[src/rtl/tpv_pkg.sv]
package tpv_pkg;
    typedef enum logic [2:0] {
        ST_IDLE,
        ST_WAIT_PEER,
        ST_CMP_ADDR,
        ST_CMP_DATA,
        ST_COMMIT,
        ST_ABORT
    } tpv_state_e;
endpackage

[src/rtl/tpv_pair_cfg.sv]
module tpv_pair_cfg #(
    parameter int NCORES = 4,
    parameter int CORE_A = 0,
    parameter int CORE_B = 1,
    localparam int PW = (NCORES > 1) ? $clog2(NCORES) : 1
) (
    input  logic [1:0]    reliable_i,
    input  logic [1:0]    original_i,
    input  logic [PW-1:0] peer0_i,
    input  logic [PW-1:0] peer1_i,
    output logic          pair_mode_o,
    output logic [1:0]    keep_mask_o
);
    // Both sides redundant and pointing at each other.
    assign pair_mode_o = reliable_i[0] && reliable_i[1]
                      && (peer0_i == PW'(CORE_B))
                      && (peer1_i == PW'(CORE_A));
    // Side whose stores survive a successful validation.
    assign keep_mask_o = original_i[0] ? 2'b01 : 2'b10;
endmodule

[src/rtl/tpv_entry_cmp.sv]
module tpv_entry_cmp #(
    parameter int AW = 32,
    parameter int DW = 32,
    parameter int RW = 32,
    parameter int CW = 4
) (
    input  logic [AW-1:0] addr0_i,
    input  logic [AW-1:0] addr1_i,
    input  logic [DW-1:0] data0_i,
    input  logic [DW-1:0] data1_i,
    input  logic [CW-1:0] cnt0_i,
    input  logic [CW-1:0] cnt1_i,
    input  logic [RW-1:0] rf0_i,
    input  logic [RW-1:0] rf1_i,
    input  logic          rf_en_i,
    output logic          addr_eq_o,
    output logic          data_eq_o,
    output logic          cnt_eq_o,
    output logic          cnt_zero_o,
    output logic          rf_bad_o
);
    assign addr_eq_o  = (addr0_i == addr1_i);
    assign data_eq_o  = (data0_i == data1_i);
    assign cnt_eq_o   = (cnt0_i == cnt1_i);
    assign cnt_zero_o = (cnt0_i == '0);
    assign rf_bad_o   = rf_en_i && (rf0_i != rf1_i);
endmodule

[src/rtl/tpv_fsm.sv]
module tpv_fsm
    import tpv_pkg::*;
#(
    parameter int DEPTH = 8,
    localparam int CW = $clog2(DEPTH + 1),
    localparam int IW = (DEPTH > 1) ? $clog2(DEPTH) : 1
) (
    input  logic          clk,
    input  logic          rst_n,
    input  logic          pair_mode_i,
    input  logic [1:0]    keep_mask_i,
    input  logic [1:0]    end_req_i,
    input  logic          addr_eq_i,
    input  logic          data_eq_i,
    input  logic          cnt_eq_i,
    input  logic          cnt_zero_i,
    input  logic          rf_bad_i,
    input  logic [CW-1:0] cnt_i,
    output logic [IW-1:0] idx_o,
    output logic [1:0]    commit_o,
    output logic [1:0]    discard_o,
    output logic [1:0]    abort_o,
    output logic [1:0]    restart_o,
    output logic          done_o,
    output logic          err_o
);
    tpv_state_e st_q, st_n;
    logic [1:0]    arrived_q;
    logic [IW-1:0] idx_q;
    logic [CW-1:0] cnt_q;
    logic [1:0]    plain_q;
    logic [1:0]    restart_q;
    logic          err_q;
    logic          last_entry;
    tpv_state_e    start_st;

    assign last_entry = ((CW'(idx_q) + CW'(1)) == cnt_q);

    // Decision taken on the edge at which both sides have arrived.
    always_comb begin
        if (!cnt_eq_i)       start_st = ST_ABORT;
        else if (cnt_zero_i) start_st = rf_bad_i ? ST_ABORT : ST_COMMIT;
        else                 start_st = ST_CMP_ADDR;
    end

    always_comb begin
        st_n = st_q;
        unique case (st_q)
            ST_IDLE: begin
                if (pair_mode_i && (|end_req_i))
                    st_n = (&end_req_i) ? start_st : ST_WAIT_PEER;
            end
            ST_WAIT_PEER: begin
                if (&(arrived_q | end_req_i)) st_n = start_st;
            end
            ST_CMP_ADDR: st_n = addr_eq_i ? ST_CMP_DATA : ST_ABORT;
            ST_CMP_DATA: begin
                if (!data_eq_i)      st_n = ST_ABORT;
                else if (last_entry) st_n = rf_bad_i ? ST_ABORT : ST_COMMIT;
                else                 st_n = ST_CMP_ADDR;
            end
            ST_COMMIT: st_n = ST_IDLE;
            ST_ABORT:  st_n = ST_IDLE;
            default:   st_n = ST_IDLE;
        endcase
    end

    // State register.
    always_ff @(posedge clk or negedge rst_n) begin
        if (!rst_n) st_q <= ST_IDLE;
        else        st_q <= st_n;
    end

    // Walk position, arrival record and registered side outputs.
    always_ff @(posedge clk or negedge rst_n) begin
        if (!rst_n) begin
            arrived_q <= 2'b00;
            idx_q     <= '0;
            cnt_q     <= '0;
            plain_q   <= 2'b00;
            restart_q <= 2'b00;
            err_q     <= 1'b0;
        end else begin
            plain_q   <= end_req_i & {2{~pair_mode_i}};
            restart_q <= (st_q == ST_ABORT) ? 2'b11 : 2'b00;
            if (st_q == ST_ABORT)  err_q <= 1'b1;
            if (st_q == ST_COMMIT) err_q <= 1'b0;
            case (st_q)
                ST_IDLE: begin
                    arrived_q <= end_req_i;
                    idx_q     <= '0;
                    cnt_q     <= cnt_i;
                end
                ST_WAIT_PEER: begin
                    arrived_q <= arrived_q | end_req_i;
                    idx_q     <= '0;
                    cnt_q     <= cnt_i;
                end
                ST_CMP_DATA: begin
                    arrived_q <= 2'b00;
                    if (data_eq_i && !last_entry) idx_q <= idx_q + IW'(1);
                end
                default: arrived_q <= 2'b00;
            endcase
        end
    end

    // Output decode.
    always_comb begin
        commit_o  = plain_q;
        discard_o = 2'b00;
        abort_o   = 2'b00;
        done_o    = 1'b0;
        unique case (st_q)
            ST_COMMIT: begin
                commit_o  = plain_q | keep_mask_i;
                discard_o = ~keep_mask_i;
                done_o    = 1'b1;
            end
            ST_ABORT: begin
                abort_o = 2'b11;
                done_o  = 1'b1;
            end
            default: ;
        endcase
    end

    assign idx_o     = idx_q;
    assign restart_o = restart_q;
    assign err_o     = err_q;
endmodule

[src/rtl/txn_pair_validator.sv]
module txn_pair_validator #(
    parameter int NCORES = 4,
    parameter int CORE_A = 0,
    parameter int CORE_B = 1,
    parameter int DEPTH  = 8,
    parameter int AW     = 32,
    parameter int DW     = 32,
    parameter int RW     = 32,
    localparam int PW = (NCORES > 1) ? $clog2(NCORES) : 1,
    localparam int CW = $clog2(DEPTH + 1),
    localparam int IW = (DEPTH > 1) ? $clog2(DEPTH) : 1
) (
    input  logic          clk,
    input  logic          rst_n,
    input  logic [1:0]    cfg_reliable_i,
    input  logic [1:0]    cfg_original_i,
    input  logic [PW-1:0] cfg_peer0_i,
    input  logic [PW-1:0] cfg_peer1_i,
    input  logic          regcmp_en_i,
    input  logic [1:0]    end_req_i,
    input  logic [CW-1:0] ws_count0_i,
    input  logic [CW-1:0] ws_count1_i,
    output logic [IW-1:0] ws_idx_o,
    input  logic [AW-1:0] ws_addr0_i,
    input  logic [DW-1:0] ws_data0_i,
    input  logic [AW-1:0] ws_addr1_i,
    input  logic [DW-1:0] ws_data1_i,
    input  logic [RW-1:0] rf_sig0_i,
    input  logic [RW-1:0] rf_sig1_i,
    output logic [1:0]    commit_o,
    output logic [1:0]    discard_o,
    output logic [1:0]    abort_o,
    output logic [1:0]    restart_o,
    output logic          done_o,
    output logic          err_o
);
    logic       pair_mode;
    logic [1:0] keep_mask;
    logic       addr_eq, data_eq, cnt_eq, cnt_zero, rf_bad;

    tpv_pair_cfg #(.NCORES(NCORES), .CORE_A(CORE_A), .CORE_B(CORE_B)) i_cfg (
        .reliable_i (cfg_reliable_i),
        .original_i (cfg_original_i),
        .peer0_i    (cfg_peer0_i),
        .peer1_i    (cfg_peer1_i),
        .pair_mode_o(pair_mode),
        .keep_mask_o(keep_mask)
    );

    tpv_entry_cmp #(.AW(AW), .DW(DW), .RW(RW), .CW(CW)) i_cmp (
        .addr0_i   (ws_addr0_i),
        .addr1_i   (ws_addr1_i),
        .data0_i   (ws_data0_i),
        .data1_i   (ws_data1_i),
        .cnt0_i    (ws_count0_i),
        .cnt1_i    (ws_count1_i),
        .rf0_i     (rf_sig0_i),
        .rf1_i     (rf_sig1_i),
        .rf_en_i   (regcmp_en_i),
        .addr_eq_o (addr_eq),
        .data_eq_o (data_eq),
        .cnt_eq_o  (cnt_eq),
        .cnt_zero_o(cnt_zero),
        .rf_bad_o  (rf_bad)
    );

    tpv_fsm #(.DEPTH(DEPTH)) i_fsm (
        .clk        (clk),
        .rst_n      (rst_n),
        .pair_mode_i(pair_mode),
        .keep_mask_i(keep_mask),
        .end_req_i  (end_req_i),
        .addr_eq_i  (addr_eq),
        .data_eq_i  (data_eq),
        .cnt_eq_i   (cnt_eq),
        .cnt_zero_i (cnt_zero),
        .rf_bad_i   (rf_bad),
        .cnt_i      (ws_count0_i),
        .idx_o      (ws_idx_o),
        .commit_o   (commit_o),
        .discard_o  (discard_o),
        .abort_o    (abort_o),
        .restart_o  (restart_o),
        .done_o     (done_o),
        .err_o      (err_o)
    );
endmodule

[config.mk]
export PLATFORM = sky130hd
export DESIGN_NAME = txn_pair_validator
export DESIGN_NICKNAME = d
export VERILOG_FILES = /design/src/rtl/tpv_pkg.sv /design/src/rtl/tpv_pair_cfg.sv /design/src/rtl/tpv_entry_cmp.sv /design/src/rtl/tpv_fsm.sv /design/src/rtl/txn_pair_validator.sv
export SDC_FILE = /design/constraint.sdc
export NUM_CORES = 1
export LEC_CHECK = 0
export CAP_MARGIN = 10
export CORE_AREA = 2 2 88 90
export DETAILED_ROUTE_END_ITERATION = 8
export DIE_AREA = 0 0 90 92
export HOLD_SLACK_MARGIN = 0.08
export PLACE_DENSITY = 0.86
export SETUP_SLACK_MARGIN = 0.05
export SLEW_MARGIN = 10
export SYNTH_ARGS = -nofsm -noshare
export SYNTH_HDL_FRONTEND = slang
export SYNTH_HIERARCHICAL = 1
export SYNTH_SLANG_ARGS = --single-unit
[constraint.sdc]
create_clock -name clk -period 1.9 [get_ports clk]
set_input_delay 0.38 -clock clk [delete_from_list [all_inputs] [get_ports clk]]
set_output_delay 0.38 -clock clk [all_outputs]
set_load 0.005 [all_outputs]
Word-level counts from Yosys, hierarchy flattened
Index checks and enable logic that the tools add are counted.
{"block": "word_totals", "elab_cells": 67, "out_inout_bits": 13, "input_bits": 213, "register_bits": 17}
{"block": "op_classes", "n_mux": 20, "bitwise": 5, "reduce_logical": 19, "add_sub_neg": 2, "n_eq_ne": 14}
{"op": "32-bit equality test", "count": 2}
{"op": "32-bit != test", "count": 1}
{"op": "3-bit two-way mux", "count": 9}
{"op": "3-bit case mux with 4 select lines", "count": 1}
{"op": "4-bit equality test", "count": 2}
{"op": "2-bit two-way mux", "count": 4}
{"op": "2-bit AND reduction", "count": 4}
{"op": "3-bit by 2-bit equality test with 1-bit output (second input constant)", "count": 2}
{"op": "3-bit equality test (second input constant)", "count": 2}
{"op": "1-bit logical AND", "count": 6}
{"op": "2-bit by 1-bit != test with 1-bit output (second input constant)", "count": 3}
{"op": "3-bit case mux with 2 select lines", "count": 1}
{"op": "2-bit OR reduction", "count": 3}
{"op": "3-bit by 1-bit adder with 4-bit output (second input constant)", "count": 1}
{"op": "4-bit zero test", "count": 1}
{"op": "1-bit two-way mux", "count": 4}
{"op": "2-bit OR", "count": 2}
{"op": "2-bit case mux with 2 select lines", "count": 1}
{"op": "2-bit nonzero test", "count": 2}
{"op": "3-bit by 1-bit adder with 3-bit output (second input constant)", "count": 1}
{"op": "3-bit by 1-bit equality test with 1-bit output (second input constant)", "count": 1}
{"op": "3-bit zero test", "count": 1}
{"op": "2-bit bitwise AND", "count": 1}
{"op": "2-bit by 1-bit equality test with 1-bit output (second input constant)", "count": 1}
{"op": "other kinds (4)", "count": 4}

Depth between registers and ports, before layout
{"block": "logic_depth", "ltp_word": 8, "ltp_mapped": 8, "mapped_depth_nobuf": 8}

Hierarchy
Netlist, hierarchy kept.
{"mod": "tpv_entry_cmp", "area_each_um2": 1091.0, "instances": 1, "cells_each": 135}
{"mod": "tpv_fsm", "area_each_um2": 945.9, "instances": 1, "cells_each": 99}
{"mod": "tpv_pair_cfg", "area_each_um2": 26.3, "instances": 1, "cells_each": 4}

Worst setup path after synthesis
OpenSTA, ideal clock, no wires.
{"block": "synth_path", "path_type": "register -> register", "startpoint": "register i_fsm.idx_q[0] (netlist: i_fsm/idx_o[0])", "endpoint": "register i_fsm.idx_q[1] (netlist: i_fsm/idx_o[1])", "arrival_ps": 1574, "required_time_ps": 1821, "stages_incl_launch_ff": 6, "synth_period_minus_slack_ps": 1653, "path_slack_ps": 247, "path_cell_list": "dfrtp_1 > ha_1 > xnor3_1 > nand3_2 > o21ai_2 > mux2i_1"}
{"block": "synth_between", "elab_chain_len": 6, "word_cells_on_any_way": 9, "cone_classes": "2 x add/sub; 2 x eq/ne; 2 x mux; 3 x reduce/logical"}
{"element": "start, declared", "line_no": "tpv_fsm.sv:29", "rtl": "logic [IW-1:0] idx_q;"}
{"element": "start signal, assigned", "line_no": "tpv_fsm.sv:101", "rtl": "if (data_eq_i && !last_entry) idx_q <= idx_q + IW'(1);"}
{"element": "3-bit by 1-bit adder with 4-bit output", "line_no": "tpv_fsm.sv:37", "rtl": "assign last_entry = ((CW'(idx_q) + CW'(1)) == cnt_q);"}
{"element": "4-bit equality test", "line_no": "tpv_fsm.sv:37"}
{"element": "1-bit zero test", "line_no": "tpv_fsm.sv:101"}
{"element": "1-bit logical AND", "line_no": "tpv_fsm.sv:101"}
{"element": "2-bit by 1-bit != test with 1-bit output (no source line)"}
{"element": "2-bit AND reduction (no source line)"}
Several ways; a longest one is shown, not always the timed one. The select of a mux whose other input is x is not followed.
A chain may end at the register's enable or synchronous reset.

Final worst setup path
{"block": "layout_path", "startpoint": "input ws_data0_i[12]", "endpoint": "register i_fsm.st_q[0]"}
{"block": "layout_between", "elab_chain_len": 3}
{"element": "start, declared", "line_no": "txn_pair_validator.sv:25", "rtl": "input logic [DW-1:0] ws_data0_i,"}
{"element": "32-bit equality test", "line_no": "tpv_entry_cmp.sv:23", "rtl": "assign data_eq_o = (data0_i == data1_i);"}
{"element": "via data_eq", "line_no": "txn_pair_validator.sv:39", "rtl": "logic addr_eq, data_eq, cnt_eq, cnt_zero, rf_bad;"}
{"element": "3-bit two-way mux", "line_no": "tpv_fsm.sv:58", "rtl": "if (!data_eq_i) st_n = ST_ABORT;"}
{"element": "3-bit case mux with 4 select lines", "line_no": "tpv_fsm.sv:48", "rtl": "unique case (st_q)"}
{"element": "end signal, assigned", "line_no": "tpv_fsm.sv:71", "rtl": "else st_q <= st_n;"}
{"element": "end, declared", "line_no": "tpv_fsm.sv:27", "rtl": "tpv_state_e st_q, st_n;"}
The timed path passes the listed nets, and every way through them passes these cells.

==> results.json <==
{
  "r2r-start": "i_fsm/idx_o[1]",
  "grt_max_degree": 17,
  "worstSetupEndpointType": "flop",
  "synthMuxAreaShare_pct": 1.52,
  "area_growth_pct": 141,
  "critPathLaunchType": "primary input",
  "die-area_um2": 8280,
  "powerDensity_nw_per_um2": 347,
  "synth_fa_ha_area_share_pct": 0.606,
  "synth_area_leaders": "xor2_1 (30%), dfrtp_1 (19%), xnor2_1 (14%)",
  "ctsHtreeMaxLevel": 1,
  "grt_pass1_vias": 2890,
  "cts_tree": "yes",
  "synth_compound_area_share_pct": 8.37,
  "cts_sinks": 16,
  "hold_viol_final": 0,
  "portBuffers": 224,
  "rsz0062_at_grt": "yes",
  "start_util_pct": 27.7,
  "insertion_delay_ns": 0.25,
  "dp_hpwl_um": 7800,
  "netlist_instances": 238,
  "drt_first_pass_iters": 4,
  "total_power_mw": 1.72,
  "leakagePower_nw": 3.00,
  "core_area_um2": 7450,
  "cp.arrival_ns": 1.93,
  "num_rows": 32,
  "synth.ff_latch_count": 16,
  "rr_worst_depth": 5,
  "vias": 2729,
  "route.detailed.drc": 0,
  "peakVddDrop_v": 0.000229,
  "die_width_um": 90,
  "path_depth": 8,
  "outcome": "completed",
  "cp_slowest_cell": "o41a_1",
  "antenna_found_initial": 5,
  "drt-total-wl_um": 9420,
  "routabilityCongestion": 0.912,
  "avgSynthCellArea_um2": 8.67,
  "die_h_um": 92,
  "synth_xor_xnor_area_share_pct": 46.1,
  "ant_nets": 0,
  "grt_first_pass_wirelength_um": 13600,
  "cap_violations": 0,
  "via_per_inst": 4.66,
  "cp_num_buf_inv": 2,
  "crit_family": "simple AND/OR/NAND/NOR gates",
  "path_clk_slew_ns": 0.06,
  "timing.setup.tns_ns": 0,
  "critPathLaunch": "ws_data0_i[12]",
  "layout.nets": 694,
  "path_cells": "clkdlybuf4s15_1 > xor2_1 > nor4_1 > nand4_1 > nor2_1 > buf_4 > nor3_2 > o41a_1",
  "yosys.area.top_type": "xor2_1",
  "path_class": "primary input to flop",
  "yosysSeqAreaShare_pct": 19.4,
  "gr-total-overflow": 0,
  "worstMarginPinSlew_ns": 0.523,
  "final.min_clock_period_ns": 1.80,
  "wire_per_inst_um": 16.1,
  "slowest_delay_ns": 0.41,
  "hp-class": "primary input to async pin",
  "syn_nets": 452,
  "io_pins": 226,
  "fin_skew_ns": 0.00188,
  "clockRootBuffer": "clkbuf_8",
  "slew_headroom_pct": 65.0,
  "synthSimpleGateAreaFrac_pct": 21.1,
  "ys_types": 42,
  "drt_iter0_markers": 58,
  "finalMaxSlewViolations": 0,
  "grt.total_usage_pct": 20.5,
  "ys_warn_count": 6,
  "setup_viol": 0,
  "fmax_ghz": 0.555,
  "path_max_fanout": 4,
  "synth_top_family_by_area": "XOR/XNOR gates",
  "numCtsBuffers": 3,
  "drive_above_1_share_pct": 13.8,
  "syn_area_um2": 2060,
  "placed_cell_area_um2": 4510,
  "clock_path_buffers": 2,
  "fin_crit_sh_pct": 94.8,
  "worstPathRequired_ns": 2.03,
  "design_area_um2": 4970,
  "yosysTopAreaCellShare_pct": 29.7
}
layout by cell type (no fill, tap or decap), drive strengths merged, types with 2 or more instances in the layout:
master	instances
a21o	2
a21oi	7
a31oi	3
and3	3
buf	20
clkbuf	12
clkdlybuf4s15	23
clkdlybuf4s50	35
dfrtp	16
diode	5
dlygate4sd2	32
dlymetal6s2s	123
inv	7
mux2i	2
nand2	17
nand3	3
nand4	12
nor2	10
nor2b	3
nor3	3
nor4	20
o21ai	4
xnor2	34
xor2	70
layout make-up:
class,instances,area [um2]
fillers,570,2480
well taps,102,128
clock buffers,3,41.3
multi-input cells,210,1770
repair buffers,242,2590
diodes,5,12.5
inverters,7,26.3
flip-flops and latches,16,402
kinds of logic (layout without fill, tap and decap cells):
group | Yosys count | count (layout)
AO/OA/AOI/OAI | 23 | 23
XOR/XNOR | 105 | 105
adder cells (fa/ha/maj) | 1 | 1
buffers and inverters | 12 | 252
flip-flops | 16 | 16
multiplexers | 3 | 3
other | 0 | 5
AND/OR/NAND/NOR | 78 | 78
worst paths after layout:
path	end	slack, ns
min	i_fsm/idx_o[1]	0.46
max in group asynchronous	i_fsm/st_q[1]	1.24
max reg2reg	i_fsm/st_q[0]	0.17
min reg2reg	i_fsm/err_o	0.51
max	i_fsm/st_q[0]	0.1
min in group clk	i_fsm/err_o	0.51
routing by layer:
metal	share of wire (%)	GRT usage, %
met1	35	20.3
met2	55	40.8
met3	8.4	5.09
met4	2.0	7.31
met5	0	0
metrics by stage:
stage / std cells / utilization, % / hold slack (ns) / setup slack, ns
CTS: 577 / 61.0 / 0.470 / -0.0706
floorplan: 238 / - / 0.0844 / 0.247
global placement: 573 / 60.5 / 0.476 / -0.393
global route: 585 / 66.7 / 0.475 / -0.0137
detailed placement: 573 / 60.5 / 0.485 / -0.435
finish: 585 / 66.7 / 0.460 / 0.0984
repair_timing:
item,4_1_cts,5_1_grt
gates resized for setup,89,179
buffers inserted,1,3
hold buffers,0,0
pin swaps,40,95
setup endpoints to repair,12,7
hold endpoints to repair,0,0
report_power, final:
group / internal [mW] / switching (mW)
Combinational: 0.624 / 0.409
Clock: 0.140 / 0.111
Sequential: 0.396 / 0.0408
Total: 1.16 / 0.561
state kept, by name (all words and copies together), names as in the netlist:
| name | cells |
|---|---|
| i_fsm/cnt_q | 4 |
| i_fsm/err_o | 1 |
| i_fsm/restart_o | 1 |
| i_fsm/plain_q | 2 |
| i_fsm/st_q | 3 |
| i_fsm/arrived_q | 2 |
| i_fsm/idx_o | 3 |
Yosys cell counts:
library cell   n
or3_1          1
nand4_1       12
nor3b_1        1
mux2i_1        2
nor3_2         1
xnor2_1       33
o41a_1         1
a31oi_1        2
xnor2_4        1
or2b_1         1
and3b_1        1
nor3_1         2
nand2b_1       1
a22oi_1        1
nor2b_1        3
o22ai_1        1
nand3_1        2
nor2_1        10
o32ai_1        1
inv_1          7
dfrtp_1       16
buf_2          2
buf_4          3
nor4b_1        1
o21ai_0        3
mux2_2         1
a21oi_1        7
ha_1           1
and3_4         1
nand2_1       17
o221ai_2       1
nand3_2        1
xor2_1        70
a21o_1         2
a21boi_0       1
and3_1         2
xnor3_1        1
a31oi_4        1
o2111ai_1      1
and2_1         1
nor4_1        20
o21ai_2        1
(Power assumes the default switching activity.)
